===== src/rtl/vcx_pkg.sv =====
package vcx_pkg;
  typedef enum logic {
    VCX_PACK   = 1'b0,
    VCX_SPREAD = 1'b1
  } vcx_mode_e;
endpackage


===== src/rtl/vcx_rank.sv =====
// Exclusive prefix count of the mask: rank of each lane among the active ones.
module vcx_rank #(
  parameter int VLEN  = 8,
  parameter int CNT_W = $clog2(VLEN + 1)
) (
  input  logic [VLEN-1:0]       mask,
  output logic [VLEN*CNT_W-1:0] rank_flat,
  output logic [CNT_W-1:0]      total
);
  logic [CNT_W-1:0] run [VLEN+1];

  assign run[0] = '0;
  for (genvar i = 0; i < VLEN; i++) begin : g_chain
    assign run[i+1] = run[i] + CNT_W'(mask[i]);
    assign rank_flat[i*CNT_W +: CNT_W] = run[i];
  end
  assign total = run[VLEN];
endmodule


===== src/rtl/vcx_pack.sv =====
// Compress: result lane j takes the active source lane whose rank is j.
module vcx_pack #(
  parameter int ELEM_W = 8,
  parameter int VLEN   = 8,
  parameter int CNT_W  = $clog2(VLEN + 1)
) (
  input  logic [VLEN*ELEM_W-1:0] src,
  input  logic [VLEN-1:0]        mask,
  input  logic [VLEN*CNT_W-1:0]  rank_flat,
  output logic [VLEN*ELEM_W-1:0] dst
);
  for (genvar j = 0; j < VLEN; j++) begin : g_lane
    logic [ELEM_W-1:0] lane;
    always_comb begin
      lane = '0;
      for (int i = j; i < VLEN; i++) begin
        if (mask[i] && (rank_flat[i*CNT_W +: CNT_W] == CNT_W'(j)))
          lane = src[i*ELEM_W +: ELEM_W];
      end
    end
    assign dst[j*ELEM_W +: ELEM_W] = lane;
  end
endmodule


===== src/rtl/vcx_spread.sv =====
// Expand: active lane i takes source lane rank(i); inactive lanes take fill.
module vcx_spread #(
  parameter int ELEM_W = 8,
  parameter int VLEN   = 8,
  parameter int CNT_W  = $clog2(VLEN + 1)
) (
  input  logic [VLEN*ELEM_W-1:0] src,
  input  logic [VLEN*ELEM_W-1:0] fill,
  input  logic [VLEN-1:0]        mask,
  input  logic [VLEN*CNT_W-1:0]  rank_flat,
  output logic [VLEN*ELEM_W-1:0] dst
);
  for (genvar i = 0; i < VLEN; i++) begin : g_lane
    logic [ELEM_W-1:0] lane;
    always_comb begin
      lane = fill[i*ELEM_W +: ELEM_W];
      if (mask[i]) begin
        for (int k = 0; k <= i; k++) begin
          if (rank_flat[i*CNT_W +: CNT_W] == CNT_W'(k))
            lane = src[k*ELEM_W +: ELEM_W];
        end
      end
    end
    assign dst[i*ELEM_W +: ELEM_W] = lane;
  end
endmodule


===== src/rtl/vcx_unit.sv =====
module vcx_unit
  import vcx_pkg::*;
#(
  parameter int ELEM_W = 8,
  parameter int VLEN   = 8,
  localparam int CNT_W = $clog2(VLEN + 1),
  localparam int VEC_W = VLEN * ELEM_W
) (
  input  logic             clk,
  input  logic             rst_n,
  input  logic             in_valid,
  output logic             in_ready,
  input  logic             in_mode,
  input  logic [VLEN-1:0]  in_mask,
  input  logic [VEC_W-1:0] in_src,
  input  logic [VEC_W-1:0] in_fill,
  output logic             out_valid,
  input  logic             out_ready,
  output logic [VEC_W-1:0] out_vec,
  output logic [CNT_W-1:0] out_len
);
  logic [VLEN*CNT_W-1:0] rank_flat;
  logic [CNT_W-1:0]      cnt;
  logic [VEC_W-1:0]      pack_vec, spread_vec, sel_vec;
  vcx_mode_e             mode;

  assign mode = vcx_mode_e'(in_mode);

  vcx_rank #(.VLEN(VLEN), .CNT_W(CNT_W)) u_rank (
    .mask(in_mask), .rank_flat(rank_flat), .total(cnt)
  );

  vcx_pack #(.ELEM_W(ELEM_W), .VLEN(VLEN), .CNT_W(CNT_W)) u_pack (
    .src(in_src), .mask(in_mask), .rank_flat(rank_flat), .dst(pack_vec)
  );

  vcx_spread #(.ELEM_W(ELEM_W), .VLEN(VLEN), .CNT_W(CNT_W)) u_spread (
    .src(in_src), .fill(in_fill), .mask(in_mask), .rank_flat(rank_flat),
    .dst(spread_vec)
  );

  assign sel_vec = (mode == VCX_SPREAD) ? spread_vec : pack_vec;

  // Handshake: one result slot, no new operands while it is occupied.
  logic accept, valid_d;

  assign in_ready = ~out_valid;
  assign accept   = in_valid & in_ready;

  always_comb begin
    valid_d = out_valid;
    if (out_valid) valid_d = ~out_ready;
    else           valid_d = in_valid;
  end

  always_ff @(posedge clk or negedge rst_n) begin
    if (!rst_n) out_valid <= 1'b0;
    else        out_valid <= valid_d;
  end

  always_ff @(posedge clk or negedge rst_n) begin
    if (!rst_n) begin
      out_vec <= '0;
      out_len <= '0;
    end else if (accept) begin
      out_vec <= sel_vec;
      out_len <= cnt;
    end
  end

  // Assertions
  a_r8_accept_sets_valid: assert property (@(posedge clk) disable iff (!rst_n)
    accept |=> out_valid);

  a_r8_drain_clears_valid: assert property (@(posedge clk) disable iff (!rst_n)
    (out_valid && out_ready) |=> !out_valid);

  a_r9_hold_pending: assert property (@(posedge clk) disable iff (!rst_n)
    (out_valid && !out_ready) |=> (out_valid && $stable(out_vec) && $stable(out_len)));

  a_r4_len_is_popcount: assert property (@(posedge clk) disable iff (!rst_n)
    accept |=> (out_len == CNT_W'($countones($past(in_mask)))));

  for (genvar j = 0; j < VLEN; j++) begin : g_chk
    a_r3_zero_above_len: assert property (@(posedge clk) disable iff (!rst_n)
      (accept && mode == VCX_PACK) |=>
        ((out_len > CNT_W'(j)) || (out_vec[j*ELEM_W +: ELEM_W] == '0)));

    a_r6_fill_passthru: assert property (@(posedge clk) disable iff (!rst_n)
      (accept && mode == VCX_SPREAD && !in_mask[j]) |=>
        (out_vec[j*ELEM_W +: ELEM_W] == $past(in_fill[j*ELEM_W +: ELEM_W])));
  end
endmodule


===== config.mk =====
export PLATFORM = sky130hd
export DESIGN_NAME = vcx_unit
export DESIGN_NICKNAME = d
export VERILOG_FILES = /design/src/rtl/vcx_pkg.sv /design/src/rtl/vcx_rank.sv /design/src/rtl/vcx_pack.sv /design/src/rtl/vcx_spread.sv /design/src/rtl/vcx_unit.sv
export SDC_FILE = /design/constraint.sdc
export NUM_CORES = 1
export LEC_CHECK = 0
export BUFFER_PORTS_ARGS = -buffer_cell sky130_fd_sc_hd__buf_4
export CELL_PAD_IN_SITES_DETAIL_PLACEMENT = 1
export CELL_PAD_IN_SITES_GLOBAL_PLACEMENT = 2
export CORE_UTILIZATION = 31
export DETAILED_ROUTE_END_ITERATION = 6
export PLACE_DENSITY_LB_ADDON = 0.2
export SLEW_MARGIN = 20
export SYNTH_ARGS = -nofsm -noshare
export SYNTH_HDL_FRONTEND = slang
export SYNTH_SLANG_ARGS = --single-unit
export TNS_END_PERCENT = 1

===== constraint.sdc =====
create_clock -name clk -period 2.1 [get_ports clk]
set_input_delay 0.105 -clock clk [delete_from_list [all_inputs] [get_ports clk]]
set_output_delay 0.105 -clock clk [all_outputs]
set_load 0.005 [all_outputs]

==> flow_metrics.env <==
export IMPL_clockPowerShare_pct=13.5
export IMPL_timing_hold_ws_ns=0.02988
export IMPL_crit_top_cell="ha_4"
export IMPL_grt_pass1_wl_mm=85.16
export IMPL_synth_warnings=0
export IMPL_cts_root_buf="clkbuf_16"
export IMPL_dp_hpwl_mm=42.61
export IMPL_die_y_um=175.5
export IMPL_drive_above_1_share_pct=35.37
export IMPL_finalCoreUtilization_pct=45.20
export IMPL_vias=12732
export IMPL_area_growth_pct=43.54
export IMPL_async_flop_share_pct=100.0
export IMPL_ioPinCount=211
export IMPL_die_area_mm2=0.03081
export IMPL_min_delay_path_class="primary input to register"
export IMPL_rsz0062_at_grt="true"
export IMPL_grt_max_degree=48
export IMPL_ys_seq_area_share_pct=18.50
export IMPL_grt_pass1_vias=12455
export IMPL_die_w_um=175.5
export IMPL_row_count=63
export IMPL_clk_pin_slew_ns=0.06
export IMPL_syn_inst=1287
export IMPL_dr_pass1_iters=5
export IMPL_rr_endpoint="out_vec[20]"
export IMPL_share_seq_of_total_power_pct=17.2
export IMPL_crit_type="primary input to register"
export IMPL_portBuffers=210
export IMPL_p_switching_mw=5.507
export IMPL_min_to="out_vec[21]"
export IMPL_grt_total_usage_pct=38.30
export IMPL_insertion_delay_ns=0.36
export IMPL_met1_usage_pct=50.20
export IMPL_post_route_period_util_pct=165.2
export IMPL_finalInstanceArea_mm2=0.01340
export IMPL_relSlewSlack_pct=54.44
export IMPL_cp_required_ns=2.30
export IMPL_rr_worst_depth=5
export IMPL_crit_path_end_kind="register"
export IMPL_setup_viol=68
export IMPL_stdcell_count=1946
export IMPL_finalClockSkew_ns=0.006862
export IMPL_violations="negative setup slack"
export IMPL_drc_errors=0
export IMPL_syn_cell_area_mm2=0.009334
export IMPL_grt_ovfl_total=0
export IMPL_hold_viol=0
export IMPL_postLayoutSetupSlackWorst_ns=-1.369
export IMPL_slowest_stage="fa_2"
export IMPL_synth_distinct_cells=78
export IMPL_maxCapViolations=0
export IMPL_comb_power_share_pct=69.3
export IMPL_power_mw=12.27
export IMPL_powerDensity_mw_per_mm2=916.0
export IMPL_gp_congestion=0.9970
export IMPL_synth_area_leaders="dfrtp_1 18%, o211ai_1 11%, nand2_1 7.4%"
export IMPL_cp_cell_sequence="buf_6, fa_2, ha_4, fa_2, ha_4, ha_4, buf_4, buf_4, or3_4, a21bo_2, o211ai_1, a31oi_1"
export IMPL_cts_buffer_depth=2
export IMPL_fillers=3620
export IMPL_slew_violations=0
export IMPL_drtIter0Drc=1631
export IMPL_cts_buffers=9
export IMPL_grt_use_met2_pct=57.89
export IMPL_p_leak_nw=5.566
export IMPL_tightestPinTransition_ns=0.6804
export IMPL_dpl_worst_slack_ns=-1.783
export IMPL_vias_per_cell=6.543
export IMPL_worst_endpoint_arrival_ns=3.67
export IMPL_peakVddDrop_v=0.0004275
export IMPL_cts_num_sinks=69
export IMPL_synth_edf_count=0
export IMPL_placed_area_mm2=0.01246
export IMPL_ys_flop_type="dfrtp_1"
export IMPL_cts_max_level=3
export IMPL_holdCritStartpoint="in_fill[21]"
export IMPL_synth_top_area_share_pct=18.50
export IMPL_ys_ff_latch=69
export IMPL_fp_coreArea_mm2=0.02964
export IMPL_whs_path_depth=3
export IMPL_wl_per_cell_um=30.78
export IMPL_syn_area_per_cell_um2=7.252
export IMPL_status="finished with violations"
export IMPL_r2r_slack_ns=0.07
export IMPL_slowest_delay_ns=0.63
export IMPL_drt_total_wl_mm=59.90
export IMPL_setup_tns_ns=-80.30
export IMPL_fin_crit_ns=3.469
export IMPL_fmax_ghz=0.2882
export IMPL_cts_tree="built"
export IMPL_grt_use_met3_pct=7.922
export IMPL_top_usage_layer="met2"
export IMPL_antenna_found_initial=4
export IMPL_start_util_pct=31.49
export IMPL_synth_largest_area_cell="dfrtp_1"
export IMPL_fin_nets=1709
export IMPL_syn_nets=1445
export IMPL_dp_cells=1916
export IMPL_power_switching_share_pct=44.87
export IMPL_path_max_fanout=16
export IMPL_internal_power_mw=6.765
export IMPL_start_kind="primary input"
export IMPL_timing_rr_start="out_valid"
export IMPL_ant_nets=0
==> critical path: cells and delay by family <==
family / cells / cell delay [ns]
buffers and inverters: 3 / 0.34
AND/OR/NAND/NOR: 1 / 0.40
adder cells (fa/ha/maj): 5 / 1.71
AO/OA/AOI/OAI: 3 / 1.10
==> layout make-up <==
type	count	area, µm²	area share [%]
Multi-Input combinational cell	1022	7376	55.05
Clock inverter	4	47.55	0.3549
Sequential cell	69	1727	12.89
Inverter	35	133.9	0.9993
Clock buffer	11	252.7	1.886
Timing Repair Buffer	414	3371	25.16
Tap cell	390	488.0	3.642
Antenna cell	1	2.502	0.01868
==> cell usage after synthesis (all sizes together), types with 23 or more instances <==
master	instances
o221ai	24
o22ai	26
clkbuf	124
a21oi	82
nand3	72
o211ai	132
nor2	72
nand2	188
buf	38
a31oi	33
o21ai	85
mux2i	52
inv	33
a221oi	23
dfrtp	69
==> sequential cells by signal, summed over array words and instances, names as in the netlist <==
name       flops
out_vec       64
out_len        4
out_valid      1
==> kinds of logic after synthesis <==
group                      after synthesis  share of synthesized area [%]
DFF                                     69                          18.50
xor gates and xnor gates                13                          2.252
buffers and inverters                  197                          8.445
and+or+nand+nor                        436                          22.19
adders and majority gates               17                          2.440
AOI/OAI and AO/OA                      482                          35.62
muxes                                   73                          10.56
==> cells in the final DEF, fill, tap and decap left out, types with 7 or more instances in the layout <==
cell	n
buf_4	386
nand2_1	181
o211ai_1	132
a21oi_1	78
o21ai_0	76
nand3_1	69
nor2_1	69
dfrtp_1	69
mux2i_1	51
inv_1	32
a31oi_1	32
o22ai_1	24
mux4_2	20
nand4_1	17
o221ai_1	16
buf_12	16
a221oi_1	13
nor3_1	11
nor2b_1	11
nand2b_1	10
and3b_1	9
a22oi_1	9
a221oi_2	9
ha_4	9
clkbuf_16	9
a22o_1	8
o211a_1	8
o221ai_2	8
a311o_1	8
buf_6	8
and3_4	7
o21ai_1	7
==> power groups by stage <==
stage / Combinational, mW / Clock, mW / Sequential (mW)
2_1_floorplan: 3.90 / 0 / 2.07
4_1_cts: 8.07 / 1.66 / 2.11
3_3_place_gp: 7.34 / 0 / 2.12
6_report: 8.51 / 1.65 / 2.11
5_1_grt: 8.96 / 1.70 / 2.16
3_5_place_dp: 7.49 / 0 / 2.12
==> worst max-delay path by stage <==
stage,start,endpoint,cells after the start
finish,in_mask[2],out_vec[3],12
global route,in_mask[2],out_vec[29],16
CTS,in_mask[1],out_vec[26],18
detailed placement,in_mask[0],out_vec[56],15
global placement,in_mask[0],out_vec[56],15
floorplan,in_mask[0],out_vec[41],13
==> what timing repair did <==
action / in CTS / in global routing
cloned: 2 / 0
endpoints found under the hold margin: 39 / 0
endpoints found under the setup margin: 68 / 68
pin swaps: 36 / 32
hold buffers: 2 / 0
setup buffers: 5 / 6
resized for setup: 79 / 28
==> per-layer routing <==
metal,vias up,wire (µm)
met2,873,25360
met4,2,4053
met1,6223,24220
met5,-,9
met3,226,6248
li1,5408,-
Power figures use the tool's default switching activity.
